<file path="src/rtl/nfseq_pkg.sv">
`timescale 1ns/1ps
package nfseq_pkg;

  typedef enum logic [2:0] {
    OP_CTRL   = 3'd0,
    OP_WRITE  = 3'd1,
    OP_READ   = 3'd2,
    OP_VERIFY = 3'd3,
    OP_SELECT = 3'd4,
    OP_DESEL  = 3'd5,
    OP_STATUS = 3'd6,
    OP_WAIT   = 3'd7
  } op_e;

  typedef enum logic [3:0] {
    S_IDLE,
    S_FETCH,
    S_SETUP,
    S_PULSE,
    S_HOLD,
    S_PUSH,
    S_SEL_CLAIM,
    S_SEL_CE,
    S_DSEL_PINS,
    S_DSEL_LATCH,
    S_WAIT
  } st_e;

  // every timing count is at least one cycle
  function automatic int unsigned clamp1(input int unsigned v);
    return (v < 1) ? 1 : v;
  endfunction

  function automatic int unsigned max2(input int unsigned a, input int unsigned b);
    return (a > b) ? a : b;
  endfunction

  // remaining-count value of the pulse timer at which a read is sampled;
  // pos counts from 1 at the first low cycle and is limited to the pulse width
  function automatic int unsigned sample_remain(input int unsigned pulse, input int unsigned pos);
    int unsigned p;
    p = clamp1(pos);
    if (p > pulse) p = pulse;
    return pulse - p + 1;
  endfunction

  function automatic int unsigned wait_cycles(input int unsigned us, input int unsigned mhz);
    return clamp1(us * mhz);
  endfunction

  function automatic logic is_write_like(input op_e op);
    return (op == OP_CTRL) || (op == OP_WRITE);
  endfunction

  function automatic logic is_read_like(input op_e op);
    return (op == OP_READ) || (op == OP_VERIFY);
  endfunction

endpackage

</file>
<file path="src/rtl/nfseq_phase_timer.sv">
`timescale 1ns/1ps
module nfseq_phase_timer #(
  parameter int unsigned W = 4
) (
  input  logic         clk,
  input  logic         rst_n,
  input  logic         load,
  input  logic [W-1:0] load_val,
  output logic [W-1:0] remain,
  output logic         last
);
  logic [W-1:0] cnt_q;

  always_ff @(posedge clk or negedge rst_n) begin
    if (!rst_n)              cnt_q <= '0;
    else if (load)           cnt_q <= load_val;
    else if (cnt_q != '0)    cnt_q <= cnt_q - 1'b1;
  end

  assign remain = cnt_q;
  assign last   = (cnt_q == W'(1));
endmodule

</file>
<file path="src/rtl/nfseq_byte_counter.sv">
`timescale 1ns/1ps
module nfseq_byte_counter #(
  parameter int unsigned W = 16
) (
  input  logic         clk,
  input  logic         rst_n,
  input  logic         load,
  input  logic [W-1:0] load_val,
  input  logic         dec,
  output logic         last
);
  logic [W-1:0] left_q;

  always_ff @(posedge clk or negedge rst_n) begin
    if (!rst_n)                       left_q <= '0;
    else if (load)                    left_q <= load_val;
    else if (dec && left_q != '0)     left_q <= left_q - 1'b1;
  end

  assign last = (left_q == W'(1));
endmodule

</file>
<file path="src/rtl/nfseq_capture.sv">
`timescale 1ns/1ps
module nfseq_capture (
  input  logic       clk,
  input  logic       rst_n,
  input  logic       sample,
  input  logic [7:0] din,
  input  logic [7:0] expect_byte,
  output logic [7:0] byte_q,
  output logic       mismatch
);
  always_ff @(posedge clk or negedge rst_n) begin
    if (!rst_n)      byte_q <= '0;
    else if (sample) byte_q <= din;
  end

  assign mismatch = (byte_q != expect_byte);
endmodule

</file>
<file path="src/rtl/nfseq_top.sv">
`timescale 1ns/1ps
module nfseq_top
  import nfseq_pkg::*;
#(
  parameter int unsigned CNT_W    = 16,
  parameter int unsigned T_SETUP  = 2,
  parameter int unsigned T_PULSE  = 2,
  parameter int unsigned T_HOLD   = 1,
  parameter int unsigned T_SAMPLE = 2,
  parameter int unsigned CLK_MHZ  = 200,
  parameter int unsigned WAIT_US  = 25
) (
  input  logic             clk,
  input  logic             rst_n,
  input  logic             req_valid,
  input  logic [2:0]       req_op,
  input  logic             req_cle,
  input  logic             req_ale,
  input  logic             req_cmd_en,
  input  logic [7:0]       req_byte,
  input  logic [CNT_W-1:0] req_count,
  output logic             busy,
  output logic             done,
  output logic             result_err,
  output logic             result_rdy,
  input  logic             wr_valid,
  input  logic [7:0]       wr_data,
  output logic             wr_ready,
  output logic             rd_valid,
  output logic [7:0]       rd_data,
  input  logic             rd_ready,
  output logic             nand_ce_n,
  output logic             nand_re_n,
  output logic             nand_we_n,
  output logic             nand_cle,
  output logic             nand_ale,
  output logic [7:0]       nand_dq_out,
  output logic             nand_dq_oe,
  input  logic [7:0]       nand_dq_in,
  input  logic             nand_rb,
  output logic             pins_claimed,
  output logic             latch_en
);
  localparam int unsigned SETUP_L = clamp1(T_SETUP);
  localparam int unsigned PULSE_L = clamp1(T_PULSE);
  localparam int unsigned HOLD_L  = clamp1(T_HOLD);
  localparam int unsigned WAIT_L  = wait_cycles(WAIT_US, CLK_MHZ);
  localparam int unsigned SAMP_R  = sample_remain(PULSE_L, T_SAMPLE);
  localparam int unsigned MAX_L   = max2(max2(SETUP_L, PULSE_L), max2(HOLD_L, WAIT_L));
  localparam int unsigned TW      = $clog2(MAX_L + 1);

  localparam logic [TW-1:0] SETUP_V = TW'(SETUP_L);
  localparam logic [TW-1:0] PULSE_V = TW'(PULSE_L);
  localparam logic [TW-1:0] HOLD_V  = TW'(HOLD_L);
  localparam logic [TW-1:0] WAIT_V  = TW'(WAIT_L);
  localparam logic [TW-1:0] SAMP_V  = TW'(SAMP_R);

  st_e  st_q, st_n;
  op_e  op_q;
  op_e  req_op_e;
  logic [7:0] data_q;
  logic cle_q, ale_q, ce_n_q, claim_q, latch_q;
  logic done_q, err_q, rdy_q;

  logic          t_ld;
  logic [TW-1:0] t_val;
  logic [TW-1:0] t_rem;
  logic          t_last;
  logic          b_dec, b_last;
  logic          done_n, err_n;
  logic          take_wr;
  logic [7:0]    cap_byte;
  logic          cap_mism;

  // named internal events
  logic ev_accept;
  logic ev_zero;
  logic ev_sample;
  logic wr_phase;
  logic rd_phase;

  assign req_op_e  = op_e'(req_op);
  assign ev_accept = (st_q == S_IDLE) && req_valid;
  assign ev_zero   = ev_accept && (req_count == '0) &&
                     ((req_op_e == OP_WRITE) || is_read_like(req_op_e));
  assign wr_phase  = is_write_like(op_q);
  assign rd_phase  = is_read_like(op_q);
  assign ev_sample = (st_q == S_PULSE) && rd_phase && (t_rem == SAMP_V);

  nfseq_phase_timer #(.W(TW)) i_timer (
    .clk(clk), .rst_n(rst_n), .load(t_ld), .load_val(t_val),
    .remain(t_rem), .last(t_last)
  );

  nfseq_byte_counter #(.W(CNT_W)) i_bytes (
    .clk(clk), .rst_n(rst_n), .load(ev_accept), .load_val(req_count),
    .dec(b_dec), .last(b_last)
  );

  nfseq_capture i_cap (
    .clk(clk), .rst_n(rst_n), .sample(ev_sample), .din(nand_dq_in),
    .expect_byte(data_q), .byte_q(cap_byte), .mismatch(cap_mism)
  );

  always_comb begin
    st_n    = st_q;
    t_ld    = 1'b0;
    t_val   = '0;
    b_dec   = 1'b0;
    done_n  = 1'b0;
    err_n   = 1'b0;
    take_wr = 1'b0;
    case (st_q)
      S_IDLE: if (req_valid) begin
        case (req_op_e)
          OP_CTRL: begin
            if (req_cmd_en) begin
              st_n = S_SETUP; t_ld = 1'b1; t_val = SETUP_V;
            end else begin
              done_n = 1'b1;
            end
          end
          OP_WRITE, OP_VERIFY: begin
            if (req_count == '0) done_n = 1'b1;
            else                 st_n = S_FETCH;
          end
          OP_READ: begin
            if (req_count == '0) done_n = 1'b1;
            else begin
              st_n = S_SETUP; t_ld = 1'b1; t_val = SETUP_V;
            end
          end
          OP_SELECT: st_n = S_SEL_CLAIM;
          OP_DESEL:  st_n = S_DSEL_PINS;
          OP_STATUS: done_n = 1'b1;
          OP_WAIT: begin
            st_n = S_WAIT; t_ld = 1'b1; t_val = WAIT_V;
          end
          default: done_n = 1'b1;
        endcase
      end
      S_FETCH: if (wr_valid) begin
        take_wr = 1'b1;
        st_n = S_SETUP; t_ld = 1'b1; t_val = SETUP_V;
      end
      S_SETUP: if (t_last) begin
        st_n = S_PULSE; t_ld = 1'b1; t_val = PULSE_V;
      end
      S_PULSE: if (t_last) begin
        st_n = S_HOLD; t_ld = 1'b1; t_val = HOLD_V;
      end
      S_HOLD: if (t_last) begin
        case (op_q)
          OP_READ: st_n = S_PUSH;
          OP_VERIFY: begin
            b_dec = 1'b1;
            if (cap_mism) begin
              done_n = 1'b1; err_n = 1'b1; st_n = S_IDLE;
            end else if (b_last) begin
              done_n = 1'b1; st_n = S_IDLE;
            end else begin
              st_n = S_FETCH;
            end
          end
          OP_WRITE: begin
            b_dec = 1'b1;
            if (b_last) begin done_n = 1'b1; st_n = S_IDLE; end
            else        st_n = S_FETCH;
          end
          default: begin
            done_n = 1'b1; st_n = S_IDLE;
          end
        endcase
      end
      S_PUSH: if (rd_ready) begin
        b_dec = 1'b1;
        if (b_last) begin
          done_n = 1'b1; st_n = S_IDLE;
        end else begin
          st_n = S_SETUP; t_ld = 1'b1; t_val = SETUP_V;
        end
      end
      S_SEL_CLAIM:  st_n = S_SEL_CE;
      S_SEL_CE:     begin done_n = 1'b1; st_n = S_IDLE; end
      S_DSEL_PINS:  st_n = S_DSEL_LATCH;
      S_DSEL_LATCH: begin done_n = 1'b1; st_n = S_IDLE; end
      S_WAIT: if (t_last) begin done_n = 1'b1; st_n = S_IDLE; end
      default: st_n = S_IDLE;
    endcase
  end

  always_ff @(posedge clk or negedge rst_n) begin
    if (!rst_n) begin
      st_q    <= S_IDLE;
      op_q    <= OP_STATUS;
      data_q  <= '0;
      cle_q   <= 1'b0;
      ale_q   <= 1'b0;
      ce_n_q  <= 1'b1;
      claim_q <= 1'b0;
      latch_q <= 1'b1;
      done_q  <= 1'b0;
      err_q   <= 1'b0;
      rdy_q   <= 1'b0;
    end else begin
      st_q   <= st_n;
      done_q <= done_n;
      err_q  <= err_n;
      if (take_wr) data_q <= wr_data;
      if (ev_accept) begin
        op_q <= req_op_e;
        case (req_op_e)
          OP_CTRL: begin
            cle_q  <= req_cle;
            ale_q  <= req_ale;
            data_q <= req_byte;
          end
          OP_SELECT: latch_q <= 1'b0;
          OP_DESEL:  ce_n_q  <= 1'b1;
          OP_STATUS: rdy_q   <= nand_rb;
          default: ;
        endcase
      end
      // ordered pin handoff steps
      if (st_q == S_SEL_CLAIM)  claim_q <= 1'b1;
      if (st_q == S_SEL_CE)     ce_n_q  <= 1'b0;
      if (st_q == S_DSEL_PINS)  claim_q <= 1'b0;
      if (st_q == S_DSEL_LATCH) latch_q <= 1'b1;
    end
  end

  assign busy         = (st_q != S_IDLE);
  assign done         = done_q;
  assign result_err   = err_q;
  assign result_rdy   = rdy_q;
  assign wr_ready     = (st_q == S_FETCH);
  assign rd_valid     = (st_q == S_PUSH);
  assign rd_data      = cap_byte;
  assign nand_ce_n    = ce_n_q;
  assign nand_cle     = cle_q;
  assign nand_ale     = ale_q;
  assign nand_we_n    = !((st_q == S_PULSE) && wr_phase);
  assign nand_re_n    = !((st_q == S_PULSE) && rd_phase);
  assign nand_dq_oe   = wr_phase &&
                        ((st_q == S_SETUP) || (st_q == S_PULSE) || (st_q == S_HOLD));
  assign nand_dq_out  = data_q;
  assign pins_claimed = claim_q;
  assign latch_en     = latch_q;
endmodule

</file>
<file path="config.mk">
export PLATFORM = sky130hd
export DESIGN_NAME = nfseq_top
export DESIGN_NICKNAME = d
export VERILOG_FILES = /design/src/rtl/nfseq_pkg.sv /design/src/rtl/nfseq_phase_timer.sv /design/src/rtl/nfseq_byte_counter.sv /design/src/rtl/nfseq_capture.sv /design/src/rtl/nfseq_top.sv
export SDC_FILE = /design/constraint.sdc
export NUM_CORES = 1
export LEC_CHECK = 0
export CAP_MARGIN = 30
export CORE_MARGIN = 4
export CORE_UTILIZATION = 56
export DETAILED_ROUTE_END_ITERATION = 10
export GPL_ROUTABILITY_DRIVEN = 0
export GPL_TIMING_DRIVEN = 1
export PLACE_DENSITY = 0.95
export SLEW_MARGIN = 0
export SYNTH_ARGS = -nofsm -noshare
export SYNTH_HDL_FRONTEND = slang
export SYNTH_HIERARCHICAL = 1
export SYNTH_SLANG_ARGS = --single-unit
</file>
<file path="constraint.sdc">
create_clock -name clk -period 6 [get_ports clk]
set_clock_uncertainty 0.15 [all_clocks]
set_input_delay 1.8 -clock clk [delete_from_list [all_inputs] [get_ports clk]]
set_output_delay 1.8 -clock clk [all_outputs]
set_load 0.005 [all_outputs]
</file>
==> metrics.yaml, run 1 <==
hold_buffers: 0
antenna_found_initial: 0
postRouteAntennaNets: 0
power_frac_comb_pct: 42.3
period_needed_ns: 4.445
rsz0062_at_grt: "no"
path_class: "in -> reg"
async_flop_share_pct: 100.0
synthToLayoutAreaGrowth_pct: 26.91
synth_area_sq_um: 3943
synth_area_leader_cell: "dfrtp_1"
fin_tns_setup_ns: 0
cp_data_required_time_ns: 6.04
drt_iter0_markers: 499
die_w_microns: 91.91
path_clk_slew_ns: 0.07
crit_path_end_kind: "flip-flop"
postSynthCellCount: 437
critical-path-max-stage-delay_ns: 0.56
synth_seq_area_share_pct: 38.21
ios: 82
grt_pass1_wl_mm: 19.00
cts_root_buffer: "clkbuf_8"
track_usage_pct: 27.79
final_common_cell: "clkdlybuf4s50_1"
post_cts_buffers: 0
worst_slew_pin_slew_ns: 0.8121
synth_edf_count: 0
cpMaxStageDelayCell: "nor3_1"
cts_tree: "done"
firstDrtPassIters: 5
clkPwrFrac_pct: 20.1
ys_ff_latch: 60
met2_usage_pct: 45.56
synth-main-ff-cell: "dfrtp_1"
core_sq_um: 6832
routed_wirelength_mm: 11.44
p_seq_share_pct: 37.6
p_leak_nw: 2.055
clock-sinks: 60
via_per_inst: 6.457
drc: 0
max_freq_mhz: 225.0
startpoint_type: "input port"
gr-usage-met3_pct: 4.758
rows: 30
num_vias: 3939
crit_chain: "clkdlybuf4s50_1 > nor4_1 > nand4_1 > mux2i_1 > o41ai_1 > a311o_1 > buf_8 > nor3_1 > a2111oi_0"
vdd_drop_max_mv: 0.2641
drive_gt1_share_pct: 10.70
p_per_area_nw_per_um2: 453.0
hold_path_class: "reg -> reg"
crit_arrival_ns: 4.48
cap_viol_max_count: 0
grt_pass1_vias: 3824
die_y_microns: 91.91
final_hold_viol_count: 0
cts_made_buffers: 9
synth.distinct_cells: 70
synth_top_area_share_pct: 35.54
p_int_mw: 1.333
switching_power_mw: 0.9330
diodes: 0
grt_max_degree: 61
overflow: 0
total_power_mw: 2.266
dpl.hpwl_mm: 7.715
h-tree-depth: 3
final_cell_mix: "80 x clkdlybuf4s50_1, 56 x dfrtp_1, 46 x nor2_1"
portBuffers: 81
cts_buffer_depth: 2
avgRoutedWirePerCell_microns: 18.76
period_share_pct: 74.08
initial_core_util_pct: 57.71
max_slew_margin_pct: 45.86
timing.final.ws_setup_ns: 1.555
die_area_sq_um: 8447
synth_area_per_cell_sq_um: 9.022
yosys_warnings: 6
dp_slack_ns: 0.9473
nets: 566
use_met1_pct: 35.88
cts_resized: 0
gr-max-usage-layer: "met2"
swShare_pct: 41.17
setup_viol: 0
synth_area_leaders: "dfrtp_1 36%, nor2_1 4.4%, a21oi_1 3.7%"
crit_fanout: 28
finalMaxSlewViolations: 0
clk_latency_ns: 0.35
outcome: "finished clean"
-- kinds of logic (layout without fill, tap and decap cells) --
kind of cell	after synthesis	after routing	share of synthesized area, %
AOI/OAI and AO/OA	99	99	17.80
xor gates and xnor gates	16	16	3.555
adders and majority gates	5	5	1.587
buffers and inverters	48	120	5.776
DFF	60	60	38.21
muxes	28	28	7.839
other	1	6	0.09512
and+or+nand+nor	180	180	25.14
-- sequential cells by signal, summed over array words and instances (netlist names) --
signal          cells
pins_claimed        1
st_q                4
nand_ale            1
latch_en            1
done                1
op_q                3
result_rdy          1
i_bytes/left_q     16
nand_cle            1
i_cap/byte_q        8
i_timer/remain     13
nand_dq_out         8
result_err          1
nand_ce_n           1
-- path summary, 6_finish.rpt --
| path | cells past startpoint | end | slack, ns | start |
|---|---|---|---|---|
| worst max register to register | 9 | i_bytes/left_q[10] | 1.81 | i_timer/remain[7] |
| worst min-delay path | 2 | nand_ce_n | 0.35 | nand_ce_n |
| min in group asynchronous | 2 | st_q[0] | 1.46 | rst_n |
| worst max-delay path | 9 | i_timer/remain[7] | 1.56 | req_count[10] |
| worst min register to register | 2 | nand_ce_n | 0.35 | nand_ce_n |
| max in group asynchronous | 2 | nand_dq_out[6] | 3.69 | rst_n |
-- power by group through the flow --
| stage | registers (mW) | logic, mW | clock network [mW] |
|---|---|---|---|
| global placement | 0.824 | 0.876 | 0 |
| global route | 0.881 | 1.05 | 0.475 |
| CTS | 0.839 | 0.936 | 0.454 |
| floorplan | 0.731 | 0.696 | 0 |
| detailed placement | 0.840 | 0.914 | 0 |
| finish | 0.853 | 0.959 | 0.455 |
-- worst max-delay path: cells and delay by family --
| kind | cells | cell delay [ns] |
|---|---|---|
| AO/OA/AOI/OAI | 3 | 0.63 |
| buffers and inverters | 2 | 0.62 |
| multiplexers | 1 | 0.21 |
| AND/OR/NAND/NOR | 3 | 1.20 |
-- layout make-up --
cell class / count / area [sq um]
multi-input combinational: 334 / 2227
timing repair buffer: 84 / 835.8
clock inverter: 7 / 115.1
clock buffer: 9 / 123.9
tap: 96 / 120.1
inverter: 20 / 75.07
sequential: 60 / 1506
fill: 481 / 1828
-- cells in the mapped netlist, types with 5 or more instances --
| cell | number |
|---|---|
| dfrtp_1 | 56 |
| nor2_1 | 46 |
| nand2_1 | 34 |
| a21oi_1 | 29 |
| inv_1 | 20 |
| nor4_1 | 16 |
| clkbuf_1 | 15 |
| nor3_1 | 15 |
| mux2i_1 | 14 |
| nand3_1 | 14 |
| o21ai_0 | 13 |
| xor2_1 | 13 |
| mux2_2 | 11 |
| a31oi_1 | 9 |
| nand2b_1 | 7 |
| buf_2 | 6 |
| nand4_1 | 6 |
| o211a_1 | 6 |
| ha_1 | 5 |
| or3_1 | 5 |
-- through the flow --
| stage | instances | utilization [%] | area [sq um] | hold WS (ns) |
|---|---|---|---|---|
| final | 610 | 73.24 | 5004 | 0.3526 |
| after global routing | 610 | 73.24 | 5004 | 0.3809 |
| after CTS | 609 | 73.02 | 4989 | 0.3541 |
| after detailed placement | 593 | 69.52 | 4750 | 0.3437 |
| after global placement | 593 | 69.52 | 4750 | 0.3406 |
| after floorplan | 442 | - | 3961 | 0.3401 |
-- routing by layer --
layer | wire length [microns] | share of wire (%)
met1 | 4471 | 39
met2 | 5680 | 50
met3 | 956 | 8.4
met4 | 335 | 2.9
met5 | 0 | 0
Power figures use the tool's default switching activity.
==> inputs of run 2 (changes only) <==
CORE_UTILIZATION = 52   (was 56)
PLACE_DENSITY = 0.92   (was 0.95)
clock period = 4.4 ns   (was 6 ns; I/O delays follow)
==> run 2 against run 1 <==
  * Core utilization shrank 4.8 points
  * Register-to-register slack lost 1.0 ns
  * Worst hold slack gained 0.021 ns
  * Global-route usage shrank 2.3 points
  * Critical path depth shrank 1
==> metrics.yaml, run 2 (synthesis results as in run 1) <==
worst_slew_pin_slew_ns: 0.8144  # +0.002325 ns
startpoint: "req_count[13]"
avgRoutedWirePerCell_microns: 18.15  # -3.2%
clk_latency_ns: 0.34  # about the same
drc: 0  # unchanged
period_share_pct: 89.20
drt_iter0_markers: 267  # -46%
p_leak_nw: 2.067  # +0.60%
total_power_mw: 2.924  # +29%
fin_util_pct: 68.41  # -4.8 points
rr_endpoint: "i_bytes/left_q[13]"
endpoint: "i_timer/remain[7]"
cpMaxStageDelayCell: "nor3_1"
cts_buffer_depth: 2  # unchanged
ff2ff_path_depth: 10  # +1
die_y_microns: 95.08  # +3.4%
final_common_cell: "clkdlybuf4s50_1"
finalMaxSlewViolations: 0  # unchanged
synthToLayoutAreaGrowth_pct: 26.53
ios: 82  # unchanged
crit_arrival_ns: 3.95  # -0.53 ns
hold_path_class: "reg -> reg"
grt_pass1_wl_mm: 17.89  # -5.8%
drive_gt1_share_pct: 11.54  # +0.84 points
final_cell_mix: "80 x clkdlybuf4s50_1, 56 x dfrtp_1, 46 x nor2_1"
grt_max_degree: 35  # -43%
cap_viol_max_count: 0  # unchanged
dpl.cell_count: 603  # +1.7%
fin_tns_setup_ns: 0  # unchanged
die_w_microns: 95.08  # +3.4%
crit_fanout: 5  # -82%
critical-path-max-stage-delay_ns: 0.55  # about the same
setup_viol: 0  # unchanged
cts_root_buffer: "clkbuf_8"
largest-register: "i_bytes/left_q"
r2r-start: "i_timer/remain[7]"
post_cts_buffers: 0  # unchanged
antenna_found_initial: 0  # unchanged
crit_chain: "clkdlybuf4s50_1 > nor4_1 > nand4_1 > mux2i_1 > o41ai_1 > a311o_1 > nor3_1 > a2111oi_0"
max_freq_mhz: 254.8
final_cells: 619  # +1.5%
track_usage_pct: 25.51  # -2.3 points
r2r_setup_slack_ns: 0.77  # -1.04 ns
vdd_drop_max_mv: 0.4465  # +69%
diodes: 0  # unchanged
grt_pass1_vias: 3680  # -3.8%
largest_reg_flops: 16  # unchanged
rsz0062_at_grt: "no"
period_needed_ns: 3.925
clock-sinks: 60  # unchanged
portBuffers: 81  # unchanged
dpl.hpwl_mm: 8.179  # +6.0%
hold_buffers: 0  # unchanged
cp_data_required_time_ns: 4.43  # -1.61 ns
path_clk_slew_ns: 0.07  # about the same
firstDrtPassIters: 6  # +1
final_hold_viol_count: 0  # unchanged
die_area_sq_um: 9039  # +7.0%
p_per_area_nw_per_um2: 586.1  # +29%
worst_hold_slack_ns: 0.3739  # +0.02128 ns
num_vias: 3866  # -1.9%
cts_tree: "done"
overflow: 0  # unchanged
via_per_inst: 6.246  # -3.3%
path_class: "in -> reg"
rows: 31  # +3.3%
outcome: "finished clean"
initial_core_util_pct: 54.07  # -3.6 points
routed_wirelength_mm: 11.24  # -1.8%
crit_path_end_kind: "flip-flop"
h-tree-depth: 3  # unchanged
cts_resized: 0  # unchanged
startpoint_type: "input port"
postRouteAntennaNets: 0  # unchanged
nets: 572  # +1.1%
core_sq_um: 7292  # +6.7%
max_slew_margin_pct: 45.20  # -0.66 points
cts_made_buffers: 9  # unchanged
## run 2: changes by cell type in the layout (fill, tap and decap cells not counted), sizes merged
cell and delta:
buf +6, clkinvlp -2, clkinv +3, bufinv -2
clkbuf +1
## run 2: per-layer routing
layer | part of all wire, % | GRT usage (%)
met5 | 0 | 0
met2 | 50 | 42.62
met4 | 1.5 | 7.572
met1 | 40 | 32.53
met3 | 9.1 | 6.551
## run 2: final cells by class
cell class	instances	area, sq um
Inverter	20	75.07
Multi-Input combinational cell	334	2227
Sequential cell	60	1506
Fill cell	572	2303
Timing Repair Buffer	90	873.3
Tap cell	99	123.9
Clock buffer	10	127.6
Clock inverter	6	55.05
## run 2: worst min path at each step
| stage | cells after the start | startpoint | endpoint | slack [ns] |
|---|---|---|---|---|
| after CTS | 1 | result_rdy | result_rdy | 0.37 |
| after global routing | 1 | result_rdy | result_rdy | 0.40 |
| after global placement | 1 | result_rdy | result_rdy | 0.34 |
| final | 1 | nand_ale | nand_ale | 0.37 |
| after floorplan | 2 | nand_ce_n | nand_ce_n | 0.34 |
| after detailed placement | 1 | nand_ale | nand_ale | 0.35 |
## run 2: through the flow
step	instance area [sq um]	setup slack [ns]
after floorplan	3961	0.9502
after global placement	4806	0.4468
after detailed placement	4806	0.2172
after CTS	4989	0.5776
after global routing	4989	0.3487
final	4989	0.4753
## run 2: where the power goes
part           internal, mW  switching [mW]  total, mW
sequential            0.793           0.366       1.16
clock                 0.257           0.220      0.476
combinational         0.660           0.629       1.29
total                  1.71            1.21       2.92
## run 2: worst max-delay path, delay by kind of cell
kind	cells	cell delay, ns
buffers and inverters	1	0.43
AO/OA/AOI/OAI	3	0.67
multiplexers	1	0.22
AND/OR/NAND/NOR	3	1.31
